==> config.mk <==
export PLATFORM = sky130hd
export DESIGN_NAME = fuse_map_decoder
export DESIGN_NICKNAME = d
export VERILOG_FILES = /design/src/rtl/fmd_pkg.sv /design/src/rtl/fmd_hdr_decode.sv /design/src/rtl/fmd_word_pick.sv /design/src/rtl/fmd_parser.sv /design/src/rtl/fmd_map_store.sv /design/src/rtl/fuse_map_decoder.sv
export SDC_FILE = /design/constraint.sdc
export NUM_CORES = 2
export LEC_CHECK = 0
export BUFFER_PORTS_ARGS = -buffer_cell sky130_fd_sc_hd__buf_2
export CORE_MARGIN = 1
export CORE_UTILIZATION = 39
export DETAILED_ROUTE_END_ITERATION = 10
export PLACE_DENSITY_LB_ADDON = 0.12
export SYNTH_ARGS = -nofsm -noshare
export SYNTH_HDL_FRONTEND = slang
export SYNTH_SLANG_ARGS = --single-unit
export TNS_END_PERCENT = 20
==> constraint.sdc <==
create_clock -name clk_i -period 7.1 [get_ports clk_i]
set_input_delay 0.355 -clock clk_i [delete_from_list [all_inputs] [get_ports clk_i]]
set_output_delay 0.355 -clock clk_i [all_outputs]
set_load 0.05 [all_outputs]
==> src/rtl/fmd_pkg.sv <==
package fmd_pkg;
  typedef enum logic [2:0] {
    ST_IDLE,
    ST_HDR,
    ST_EXT,
    ST_LO,
    ST_HI,
    ST_DONE
  } fmd_state_e;

  localparam logic [7:0] BLANK_BYTE = 8'hFF;
  localparam logic [4:0] EXT_TAG    = 5'b01111;
  localparam int         WORDS_PER  = 4;
  localparam int         SECT_BITS  = 7;
endpackage

==> src/rtl/fmd_hdr_decode.sv <==
module fmd_hdr_decode
  import fmd_pkg::*;
(
  input  logic [7:0]           byte_i,
  input  logic [2:0]           ext_lo_i,
  output logic                 blank_o,
  output logic                 ext_o,
  output logic [SECT_BITS-1:0] norm_sect_o,
  output logic [SECT_BITS-1:0] ext_sect_o,
  output logic [3:0]           mask_o
);
  assign blank_o     = (byte_i == BLANK_BYTE);
  assign ext_o       = (byte_i[4:0] == EXT_TAG);
  assign norm_sect_o = {3'b000, byte_i[7:4]};
  // second byte of an extended header supplies the upper section bits
  assign ext_sect_o  = {byte_i[7:4], ext_lo_i};
  assign mask_o      = byte_i[3:0];
endmodule

==> src/rtl/fmd_word_pick.sv <==
module fmd_word_pick (
  input  logic [3:0] mask_i,
  output logic       any_o,
  output logic [1:0] idx_o
);
  // lowest word whose mask bit is 0
  always_comb begin
    idx_o = 2'd0;
    for (int i = 3; i >= 0; i--) begin
      if (!mask_i[i]) idx_o = i[1:0];
    end
  end
  assign any_o = (mask_i != 4'hF);
endmodule

==> src/rtl/fmd_parser.sv <==
module fmd_parser
  import fmd_pkg::*;
#(
  parameter  int LIMIT    = 256,
  parameter  int SECTIONS = 16,
  localparam int ADDR_W   = $clog2(LIMIT + 1),
  localparam int SIDX_W   = $clog2(SECTIONS),
  localparam int WIDX_W   = SIDX_W + 2
) (
  input  logic              clk_i,
  input  logic              rst_ni,
  input  logic              start_i,
  output logic              fuse_req_o,
  output logic [ADDR_W-1:0] fuse_addr_o,
  input  logic              fuse_ack_i,
  input  logic [7:0]        fuse_data_i,
  output logic              clear_o,
  output logic              wr_en_o,
  output logic [WIDX_W-1:0] wr_idx_o,
  output logic [15:0]       wr_data_o,
  output logic              done_o,
  output logic [ADDR_W-1:0] used_o
);
  localparam logic [ADDR_W-1:0]    LIM     = ADDR_W'(LIMIT);
  localparam logic [SECT_BITS-1:0] SEC_LIM = SECT_BITS'(SECTIONS);

  fmd_state_e           state_q, state_d;
  logic [ADDR_W-1:0]    addr_q, addr_d;
  logic [SECT_BITS-1:0] sect_q, sect_d;
  logic [3:0]           mask_q, mask_d;
  logic [1:0]           widx_q, widx_d;
  logic [7:0]           lo_q, lo_d;
  logic [2:0]           ext_lo_q, ext_lo_d;

  logic                 at_lim, busy, take;
  logic                 hd_blank, hd_ext;
  logic [SECT_BITS-1:0] hd_norm, hd_esect;
  logic [3:0]           hd_mask, pick_mask;
  logic                 pk_any;
  logic [1:0]           pk_idx;

  fmd_hdr_decode u_hdr (
    .byte_i      (fuse_data_i),
    .ext_lo_i    (ext_lo_q),
    .blank_o     (hd_blank),
    .ext_o       (hd_ext),
    .norm_sect_o (hd_norm),
    .ext_sect_o  (hd_esect),
    .mask_o      (hd_mask)
  );

  // after a word, retire its mask bit and look for the next one
  assign pick_mask = (state_q == ST_HI) ? (mask_q | (4'b0001 << widx_q)) : hd_mask;

  fmd_word_pick u_pick (
    .mask_i (pick_mask),
    .any_o  (pk_any),
    .idx_o  (pk_idx)
  );

  assign at_lim      = (addr_q >= LIM);
  assign busy        = (state_q == ST_HDR) || (state_q == ST_EXT) ||
                       (state_q == ST_LO)  || (state_q == ST_HI);
  assign fuse_req_o  = busy && !at_lim;
  assign take        = fuse_req_o && fuse_ack_i;
  assign fuse_addr_o = addr_q;
  assign done_o      = (state_q == ST_DONE);
  assign used_o      = addr_q;
  assign wr_idx_o    = {sect_q[SIDX_W-1:0], widx_q};
  assign wr_data_o   = {fuse_data_i, lo_q};

  always_comb begin
    state_d  = state_q;
    addr_d   = addr_q;
    sect_d   = sect_q;
    mask_d   = mask_q;
    widx_d   = widx_q;
    lo_d     = lo_q;
    ext_lo_d = ext_lo_q;
    clear_o  = 1'b0;
    wr_en_o  = 1'b0;
    unique case (state_q)
      ST_IDLE, ST_DONE: begin
        if (start_i) begin
          clear_o = 1'b1;
          addr_d  = '0;
          state_d = ST_HDR;
        end
      end
      ST_HDR: begin
        if (at_lim) begin
          state_d = ST_DONE;
        end else if (take) begin
          if (hd_blank) begin
            state_d = ST_DONE;
          end else begin
            addr_d = addr_q + 1'b1;
            if (hd_ext) begin
              ext_lo_d = fuse_data_i[7:5];
              state_d  = ST_EXT;
            end else begin
              sect_d  = hd_norm;
              mask_d  = hd_mask;
              widx_d  = pk_idx;
              state_d = pk_any ? ST_LO : ST_HDR;
            end
          end
        end
      end
      ST_EXT: begin
        if (at_lim) begin
          state_d = ST_DONE;
        end else if (take) begin
          addr_d  = addr_q + 1'b1;
          sect_d  = hd_esect;
          mask_d  = hd_mask;
          widx_d  = pk_idx;
          state_d = pk_any ? ST_LO : ST_HDR;
        end
      end
      ST_LO: begin
        if (at_lim) begin
          state_d = ST_DONE;
        end else if (take) begin
          lo_d    = fuse_data_i;
          addr_d  = addr_q + 1'b1;
          state_d = ST_HI;
        end
      end
      ST_HI: begin
        if (at_lim) begin
          state_d = ST_DONE;  // low byte already held is dropped
        end else if (take) begin
          addr_d  = addr_q + 1'b1;
          wr_en_o = (sect_q < SEC_LIM);
          mask_d  = pick_mask;
          widx_d  = pk_idx;
          state_d = pk_any ? ST_LO : ST_HDR;
        end
      end
      default: state_d = ST_IDLE;
    endcase
  end

  always_ff @(posedge clk_i or negedge rst_ni) begin
    if (!rst_ni) begin
      state_q  <= ST_IDLE;
      addr_q   <= '0;
      sect_q   <= '0;
      mask_q   <= 4'hF;
      widx_q   <= '0;
      lo_q     <= '0;
      ext_lo_q <= '0;
    end else begin
      state_q  <= state_d;
      addr_q   <= addr_d;
      sect_q   <= sect_d;
      mask_q   <= mask_d;
      widx_q   <= widx_d;
      lo_q     <= lo_d;
      ext_lo_q <= ext_lo_d;
    end
  end

  p_addr_stable_r11: assert property (@(posedge clk_i) disable iff (!rst_ni)
    (fuse_req_o && !fuse_ack_i) |=> (fuse_req_o && $stable(fuse_addr_o)));

  p_addr_step_r11: assert property (@(posedge clk_i) disable iff (!rst_ni)
    (fuse_req_o && fuse_ack_i && fuse_data_i != BLANK_BYTE)
      |=> (fuse_addr_o == $past(fuse_addr_o) + 1'b1));

  p_no_req_at_limit_r10: assert property (@(posedge clk_i) disable iff (!rst_ni)
    fuse_req_o |-> (fuse_addr_o < LIM));

  p_done_no_req_r12: assert property (@(posedge clk_i) disable iff (!rst_ni)
    done_o |-> !fuse_req_o);

  p_done_hold_r12: assert property (@(posedge clk_i) disable iff (!rst_ni)
    (done_o && !start_i) |=> done_o);

  p_empty_done_r3: assert property (@(posedge clk_i) disable iff (!rst_ni)
    (state_q == ST_HDR && addr_q == '0 && take && fuse_data_i == BLANK_BYTE)
      |=> (done_o && used_o == '0));
endmodule

==> src/rtl/fmd_map_store.sv <==
module fmd_map_store #(
  parameter  int SECTIONS = 16,
  localparam int NWORDS   = SECTIONS * 4,
  localparam int WIDX_W   = $clog2(SECTIONS) + 2,
  localparam int RADDR_W  = WIDX_W + 1
) (
  input  logic               clk_i,
  input  logic               rst_ni,
  input  logic               clear_i,
  input  logic               wr_en_i,
  input  logic [WIDX_W-1:0]  wr_idx_i,
  input  logic [15:0]        wr_data_i,
  input  logic [RADDR_W-1:0] rd_addr_i,
  output logic [7:0]         rd_data_o
);
  logic [15:0] word_q [NWORDS];

  for (genvar w = 0; w < NWORDS; w++) begin : g_word
    always_ff @(posedge clk_i or negedge rst_ni) begin
      if (!rst_ni)                                      word_q[w] <= 16'hFFFF;
      else if (clear_i)                                 word_q[w] <= 16'hFFFF;
      else if (wr_en_i && wr_idx_i == WIDX_W'(w))       word_q[w] <= wr_data_i;
    end
  end

  logic [15:0] rd_word;
  assign rd_word = word_q[rd_addr_i[RADDR_W-1:1]];

  always_ff @(posedge clk_i or negedge rst_ni) begin
    if (!rst_ni) rd_data_o <= 8'hFF;
    else         rd_data_o <= rd_addr_i[0] ? rd_word[15:8] : rd_word[7:0];
  end

  p_clear_ff_r2: assert property (@(posedge clk_i) disable iff (!rst_ni)
    clear_i |=> (word_q[0] == 16'hFFFF && word_q[NWORDS-1] == 16'hFFFF));
endmodule

==> src/rtl/fuse_map_decoder.sv <==
module fuse_map_decoder #(
  parameter  int LIMIT    = 256,
  parameter  int SECTIONS = 16,
  localparam int ADDR_W   = $clog2(LIMIT + 1),
  localparam int WIDX_W   = $clog2(SECTIONS) + 2,
  localparam int MAP_AW   = WIDX_W + 1
) (
  input  logic              clk_i,
  input  logic              rst_ni,
  input  logic              start_i,
  output logic              fuse_req_o,
  output logic [ADDR_W-1:0] fuse_addr_o,
  input  logic              fuse_ack_i,
  input  logic [7:0]        fuse_data_i,
  input  logic [MAP_AW-1:0] map_raddr_i,
  output logic [7:0]        map_rdata_o,
  output logic              done_o,
  output logic [ADDR_W-1:0] used_bytes_o
);
  logic              clear;
  logic              wr_en;
  logic [WIDX_W-1:0] wr_idx;
  logic [15:0]       wr_data;

  fmd_parser #(.LIMIT(LIMIT), .SECTIONS(SECTIONS)) u_parser (
    .clk_i       (clk_i),
    .rst_ni      (rst_ni),
    .start_i     (start_i),
    .fuse_req_o  (fuse_req_o),
    .fuse_addr_o (fuse_addr_o),
    .fuse_ack_i  (fuse_ack_i),
    .fuse_data_i (fuse_data_i),
    .clear_o     (clear),
    .wr_en_o     (wr_en),
    .wr_idx_o    (wr_idx),
    .wr_data_o   (wr_data),
    .done_o      (done_o),
    .used_o      (used_bytes_o)
  );

  fmd_map_store #(.SECTIONS(SECTIONS)) u_store (
    .clk_i     (clk_i),
    .rst_ni    (rst_ni),
    .clear_i   (clear),
    .wr_en_i   (wr_en),
    .wr_idx_i  (wr_idx),
    .wr_data_i (wr_data),
    .rd_addr_i (map_raddr_i),
    .rd_data_o (map_rdata_o)
  );
endmodule

# Yosys cells after proc, flatten, opt, wreduce, memory -nomap -nowiden
# Index checks and enable logic that the tools add are counted.
# totals
reg_bits	1068
in_bits	19
out_inout_bits	28
wordCells	501
# classes
n_addsub	1
order_cmp	3
n_eq_ne	87
shift	1
muxes	183
bitwise_logic	4
reduce_logical	150
# op_table
op	n
16-bit two-way mux	130
6-bit == test (second input constant)	32
2-bit nonzero test	66
16-bit binary-select mux with 6-bit select	1
6-bit by 5-bit == test with 1-bit output (second input constant)	16
1-bit logical AND	66
9-bit two-way mux	6
6-bit by 4-bit == test with 1-bit output (second input constant)	8
7-bit two-way mux	6
4-bit two-way mux	9
3-bit two-way mux	9
9-bit one-hot mux with 3 select lines	1
6-bit by 3-bit == test with 1-bit output (second input constant)	4
2-bit two-way mux	11
7-bit AND reduction	3
2-bit != test (second input constant)	8
7-bit one-hot mux with 2 select lines	1
6-bit by 2-bit == test with 1-bit output (second input constant)	2
3-bit one-hot mux with 4 select lines	1
4-bit one-hot mux with 3 select lines	1
2-bit by 1-bit != test with 1-bit output (second input constant)	5
9-bit by 1-bit adder with 9-bit output (second input constant)	1
9-bit >= comparator (second input constant)	1
3-bit by 1-bit != test with 1-bit output (second input constant)	3
other kinds (27)	38

# Longest topological paths before layout
# logic_depth
ltp_word	12
depth_mapped	11
depth_no_buf	6

# Modules after synthesis
# From an unflattened synthesis, not the netlist that was laid out.
# unflattened
cells_unflattened	5324
hier_area_um2	55021.5
# modules_own_cells
mod	instances	cells_each	area_per_inst_um2	seq_area_each_um2
fmd_map_store	1	5075	52786.9	27116.0
fmd_parser	1	221	2047.0	905.9
fmd_hdr_decode	1	23	158.9	0.0
fmd_word_pick	1	5	28.8	0.0

# Worst setup path after synthesis
# OpenSTA, ideal clock, no wires.
# synth_timing
path_kind	input-to-reg
startpoint	in map_raddr_i[1]
endpoint	reg u_store.rd_data_o[0]
setup_time_ns	0.082
arrival_time_ns	2.721
t_required_ns	7.018
setup_slack_ns	4.297
path_stages	6
n_path_buf	2
path_cell_list	buf_2 > buf_1 > mux4_2 > mux4_2 > mux4_2 > mux2_2
# synth_via
elab_chain_cells	5
# synth_rtl
element	line	text
start: declaration	fuse_map_decoder.sv:15	input logic [MAP_AW-1:0] map_raddr_i,
6-bit inverter with 7-bit output (not written as such)	fmd_map_store.sv:27	assign rd_word = word_q[rd_addr_i[RADDR_W-1:1]];
16-bit binary-select mux with 6-bit select	fmd_map_store.sv:27	
16-bit two-way mux (not written as such) (2 in series)	fmd_map_store.sv:27	
8-bit two-way mux	fmd_map_store.sv:31	else rd_data_o <= rd_addr_i[0] ? rd_word[15:8] : rd_word[7:0];
end signal: assignment	fmd_map_store.sv:31	
end: declaration	fmd_map_store.sv:14	output logic [7:0] rd_data_o
# Every way passes these cells. The select of a mux whose other input is x is not followed.
# A chain may end at the register's enable or synchronous reset.

# Worst setup path after layout
# layout_timing
startpoint	reg u_parser.state_q[2]
endpoint	reg u_store.word_q[919] (netlist bit)
# layout_via
elab_chain_cells	11
elab_cells_between_ends	19
cone_classes	eq/ne: 5; mux: 5; reduce/logical: 9
# layout_rtl
element	line	text
start: declaration	fmd_parser.sv:27	fmd_state_e state_q, state_d;
start signal: assignment	fmd_parser.sv:155	state_q <= state_d;
3-bit by 1-bit == test with 1-bit output or 3-bit by 2-bit == test with 1-bit output (tied branches)	fmd_parser.sv:62	assign busy = (state_q == ST_HDR) || (state_q == ST_EXT) ||
1-bit logical OR (2 in series)	fmd_parser.sv:62	
1-bit logical OR	fmd_parser.sv:63	(state_q == ST_LO) || (state_q == ST_HI);
1-bit logical AND	fmd_parser.sv:64	assign fuse_req_o = busy && !at_lim;
1-bit logical AND	fmd_parser.sv:65	assign take = fuse_req_o && fuse_ack_i;
1-bit two-way mux	fmd_parser.sv:133	end else if (take) begin
1-bit two-way mux	fmd_parser.sv:131	if (at_lim) begin
1-bit two-way mux	fmd_parser.sv:82	unique case (state_q)
1-bit logical AND	fmd_map_store.sv:22	else if (wr_en_i && wr_idx_i == WIDX_W'(w)) word_q[w] <= wr_data_i;
2-bit nonzero test (no source line)	n/a	
end signal: indexed assignment	fmd_map_store.sv:22	
end: declaration	fmd_map_store.sv:16	logic [15:0] word_q [NWORDS];
# Parallel ways exist; a longest one is shown, timed or not.

==> out/results.tsv <==
stage	metric	value	unit
outcome	outcome	finished, violations left	
outcome	failing checks	DRC	
routing	starting DRC count in detailed routing	3483	
die	io pins	47	
final_layout	layout cells sized above 1	35.0	%
synthesis	Seq cells post-synth	1068	
synthesis	syn_nets	5170	
place	PortBufs	46	
die	chip width	369	um
timing	Worst Clk Skew	0.0260	ns
synthesis	Post-synth top flop	dfstp_2	
timing	max_slew headroom	12.1	%
timing	Tmin final	3.93	ns
final_layout	area growth from synthesis to layout	10.4	%
power	leakage dissipation	0.0231	uW
synthesis	Yosys top cell by area	dfstp_2	
timing	Worst-Margin Slew	1.32	ns
power	Power Density	284	nW/um2
hold_path	Hold Crit Class	in2reg	
grt	GRT overflow	0	
clock_network	Clock Tree Buf Depth	3	
worst_setup_path	Buf/Inv on CP	1	
synthesis	count leader, synth	nand2_1	
clock_network	Setup Fix Bufs, Post-CTS	0	
final_layout	design area	58100	um2
worst_setup_path	CP max FO	52	
synthesis	sequential element share of the synthesized area	53.3	%
die	starting density of the core	39.4	%
synthesis	post-synth top area share	51.8	%
worst_setup_path	Reg2Reg Setup Slack	3.17	ns
clock_network	Clock Sinks	1068	
worst_setup_path	Crit-path slowest cell	nor2_2	
worst_setup_path	element type at the critical path start	register	
grt	first-pass GRT wire length	264	mm
place	Final GP Congestion	0.820	
timing	maximum clock frequency	255	MHz
routing	Avg WL per Cell	25.6	um
synthesis	Async S/R FF share, synth	100	%
synthesis	synthesized area per cell	10.2	um2
synthesis	number of synthesized flops with an enable pin	0	
place	dpl cells	6563	
routing	Vias/cell	5.66	
synthesis	top cells by area, synth	dfstp_2, mux4_2, nand2_1	
power	Final Total Pwr	16500	uW
die	core area	134000	um2
routing	vias	38400	
timing	RSZ-0062 raised after global routing	false	
die	Site Rows	134	
final_layout	Finished Layout Cells	6786	
clock_network	Clock Latency Late Sink	0.75	ns
clock_network	CTS root buffer	clkbuf_16	
grt	vias in the first global route	38200	
worst_setup_path	Critical Path RT	7.74	ns
timing	Final Slew Violations	0	
clock_network	H-tree Lvls	3	
synthesis	most frequent cells after synthesis	nand2_1, dfstp_2, nand3_1	
worst_setup_path	max incr delay on CP	0.96	ns
timing	# setup viols final	0	
synthesis	Distinct cells, synth	51	
timing	Final Cycle Share	55.3	%
worst_setup_path	crit path DAT	4.56	ns
routing	Post-route DRC	4	
die	die area	136000	um2
synthesis	Mapped Cells	5149	
synthesis	YS warnings	0	
routing	DRT Pass-1 Iters	9	
place	Placed Area	54000	um2
clock_network	cts repair resizes	0	
routing	DRT Wirelength	174	mm
routing	post-route ant nets	0	
worst_setup_path	Cell Chain, Critical Path	or3b_1, nor4_2, nand2b_4, buf_4, nor2_2, mux2i_1, nand2_1	
place	post-DP HPWL	98.7	mm
synthesis	mapped cell area	52600	um2
grt	antenna violations before repair	3	
clock_network	CTS tree	yes	
clock_network	Reg clk slew, reported paths	0.06	ns
final_layout	nets	4943	
job	MaxCap Viol Count	0	
grt	Tot GR Track Use	25.6	%
clock_network	clock buffer count from CTS	121	
worst_setup_path	kind of critical path	reg2reg	
grt	largest net degree at the start of global routing	208	
timing	Sum Neg Setup Slack	0	ns
worst_setup_path	Critical Path End Type	register	
timing	final hold viol count	0	
die	Die Y	369	um
power	VDD IR max	0.299	mV
worst_setup_path	Top Family by Delay on Critical Path	simple AND/OR/NAND/NOR gates	
## final cells by class
class / instances / area, um2
Timing Repair Buffer: 131 / 1110
Clock inverter: 40 / 505
Sequential cell: 1068 / 28100
Antenna cell: 1 / 2.50
Inverter: 6 / 22.5
Fill cell: 12500 / 75600
Tap cell: 1768 / 2210
Multi-Input combinational cell: 3594 / 22600
Clock buffer: 178 / 3560
## per-layer routing
| metal | part of all wire [%] | up-vias | global-route usage [%] |
|---|---|---|---|
| met1 | 45 | 19900 | 36.9 |
| met2 | 47 | 1134 | 40.0 |
| met3 | 5.6 | 252 | 3.81 |
| li1 | - | 17100 | - |
| met5 | 0 | - | 0 |
| met4 | 2.9 | 0 | 7.47 |
## logic make-up (layout without fill, tap and decap cells)
group / Yosys count / count (layout) / share of synthesized area (%)
AND/OR/NAND/NOR: 2913 / 2913 / 23.3
flip-flops: 1068 / 1068 / 53.3
multiplexers: 510 / 510 / 17.8
buffers and inverters: 487 / 355 / 3.84
AO/OA/AOI/OAI: 165 / 165 / 1.69
XOR/XNOR: 4 / 4 / 0.0666
adder cells (fa/ha/maj): 2 / 2 / 0.0476
other: 0 / 1 / 0
## state kept, by name, indices dropped and copies added (netlist names)
signal and flops:
u_parser.fuse_addr_o 9, u_store.rd_data_o 8, u_parser.state_q 3, u_parser.widx_q 2
u_parser.ext_lo_q 3, u_parser.mask_q 4, u_store.word_q 1024, u_parser.sect_q 7
u_parser.lo_q 8
## through the flow
stage                     hold WS [ns]  utilization, %  setup WS, ns
after floorplan                 0.0594               -          4.30
after global placement           0.462            40.4          3.29
after detailed placement         0.474            40.4          3.22
after CTS                       0.0123            43.5          3.20
after global routing            0.0334            43.5          2.89
final                           0.0586            43.5          3.17
## worst register-to-register path: stages, from the launching register on
cell,delay [ns]
dfrtp_1,0.65
or3b_1,0.57
nor4_2,0.52
nand2b_4,0.31
buf_4,0.40
nor2_2,0.98
mux2i_1,0.31
nand2_1,0.08
## path summary, 6_finish.rpt
path / start / end / cells after the start
worst min register to register: u_store.word_q[649]$_DFFE_PN1P_ / u_store.word_q[649]$_DFFE_PN1P_ / 2
worst max register to register: u_parser.state_q[2]$_DFFE_PN0P_ / u_store.word_q[919]$_DFFE_PN1P_ / 7
worst min-delay path: fuse_data_i[7] / u_store.word_q[735]$_DFFE_PN1P_ / 3
min in group asynchronous: rst_ni / u_parser.state_q[2]$_DFFE_PN0P_ / 2
worst max-delay path: u_parser.state_q[2]$_DFFE_PN0P_ / u_store.word_q[919]$_DFFE_PN1P_ / 7
max in group asynchronous: rst_ni / u_store.word_q[519]$_DFFE_PN1P_ / 4
## cells in the final DEF (no fill, tap or decap), types with 12 or more instances in the layout
cell type / netlist / layout
clkbuf_16: 0 / 123
o21ai_0: 133 / 133
clkinv_2: 0 / 21
nand3_1: 895 / 895
buf_12: 0 / 14
mux2_2: 24 / 24
mux2i_1: 150 / 150
clkbuf_1: 360 / 27
buf_2: 66 / 33
mux4_2: 336 / 336
nand2_1: 1881 / 1881
buf_4: 23 / 77
nor3_1: 12 / 12
dfstp_2: 1036 / 1036
nor2_2: 2 / 22
nor2_1: 73 / 53
clkbuf_8: 0 / 28
dfrtp_1: 32 / 24
## where the power goes
part | leakage [uW] | internal, uW | total (uW) | switching, uW
clock network | 0.00201 | 3810 | 6500 | 2680
logic | 0.00975 | 655 | 2590 | 1930
registers | 0.0113 | 6550 | 7440 | 887
## timing repair
action | CTS | global route
hold buffers | 4 | 0
endpoints found under the hold margin | 27 | 0
setup endpoints to repair | 0 | 0
(Power assumes the default switching activity.)
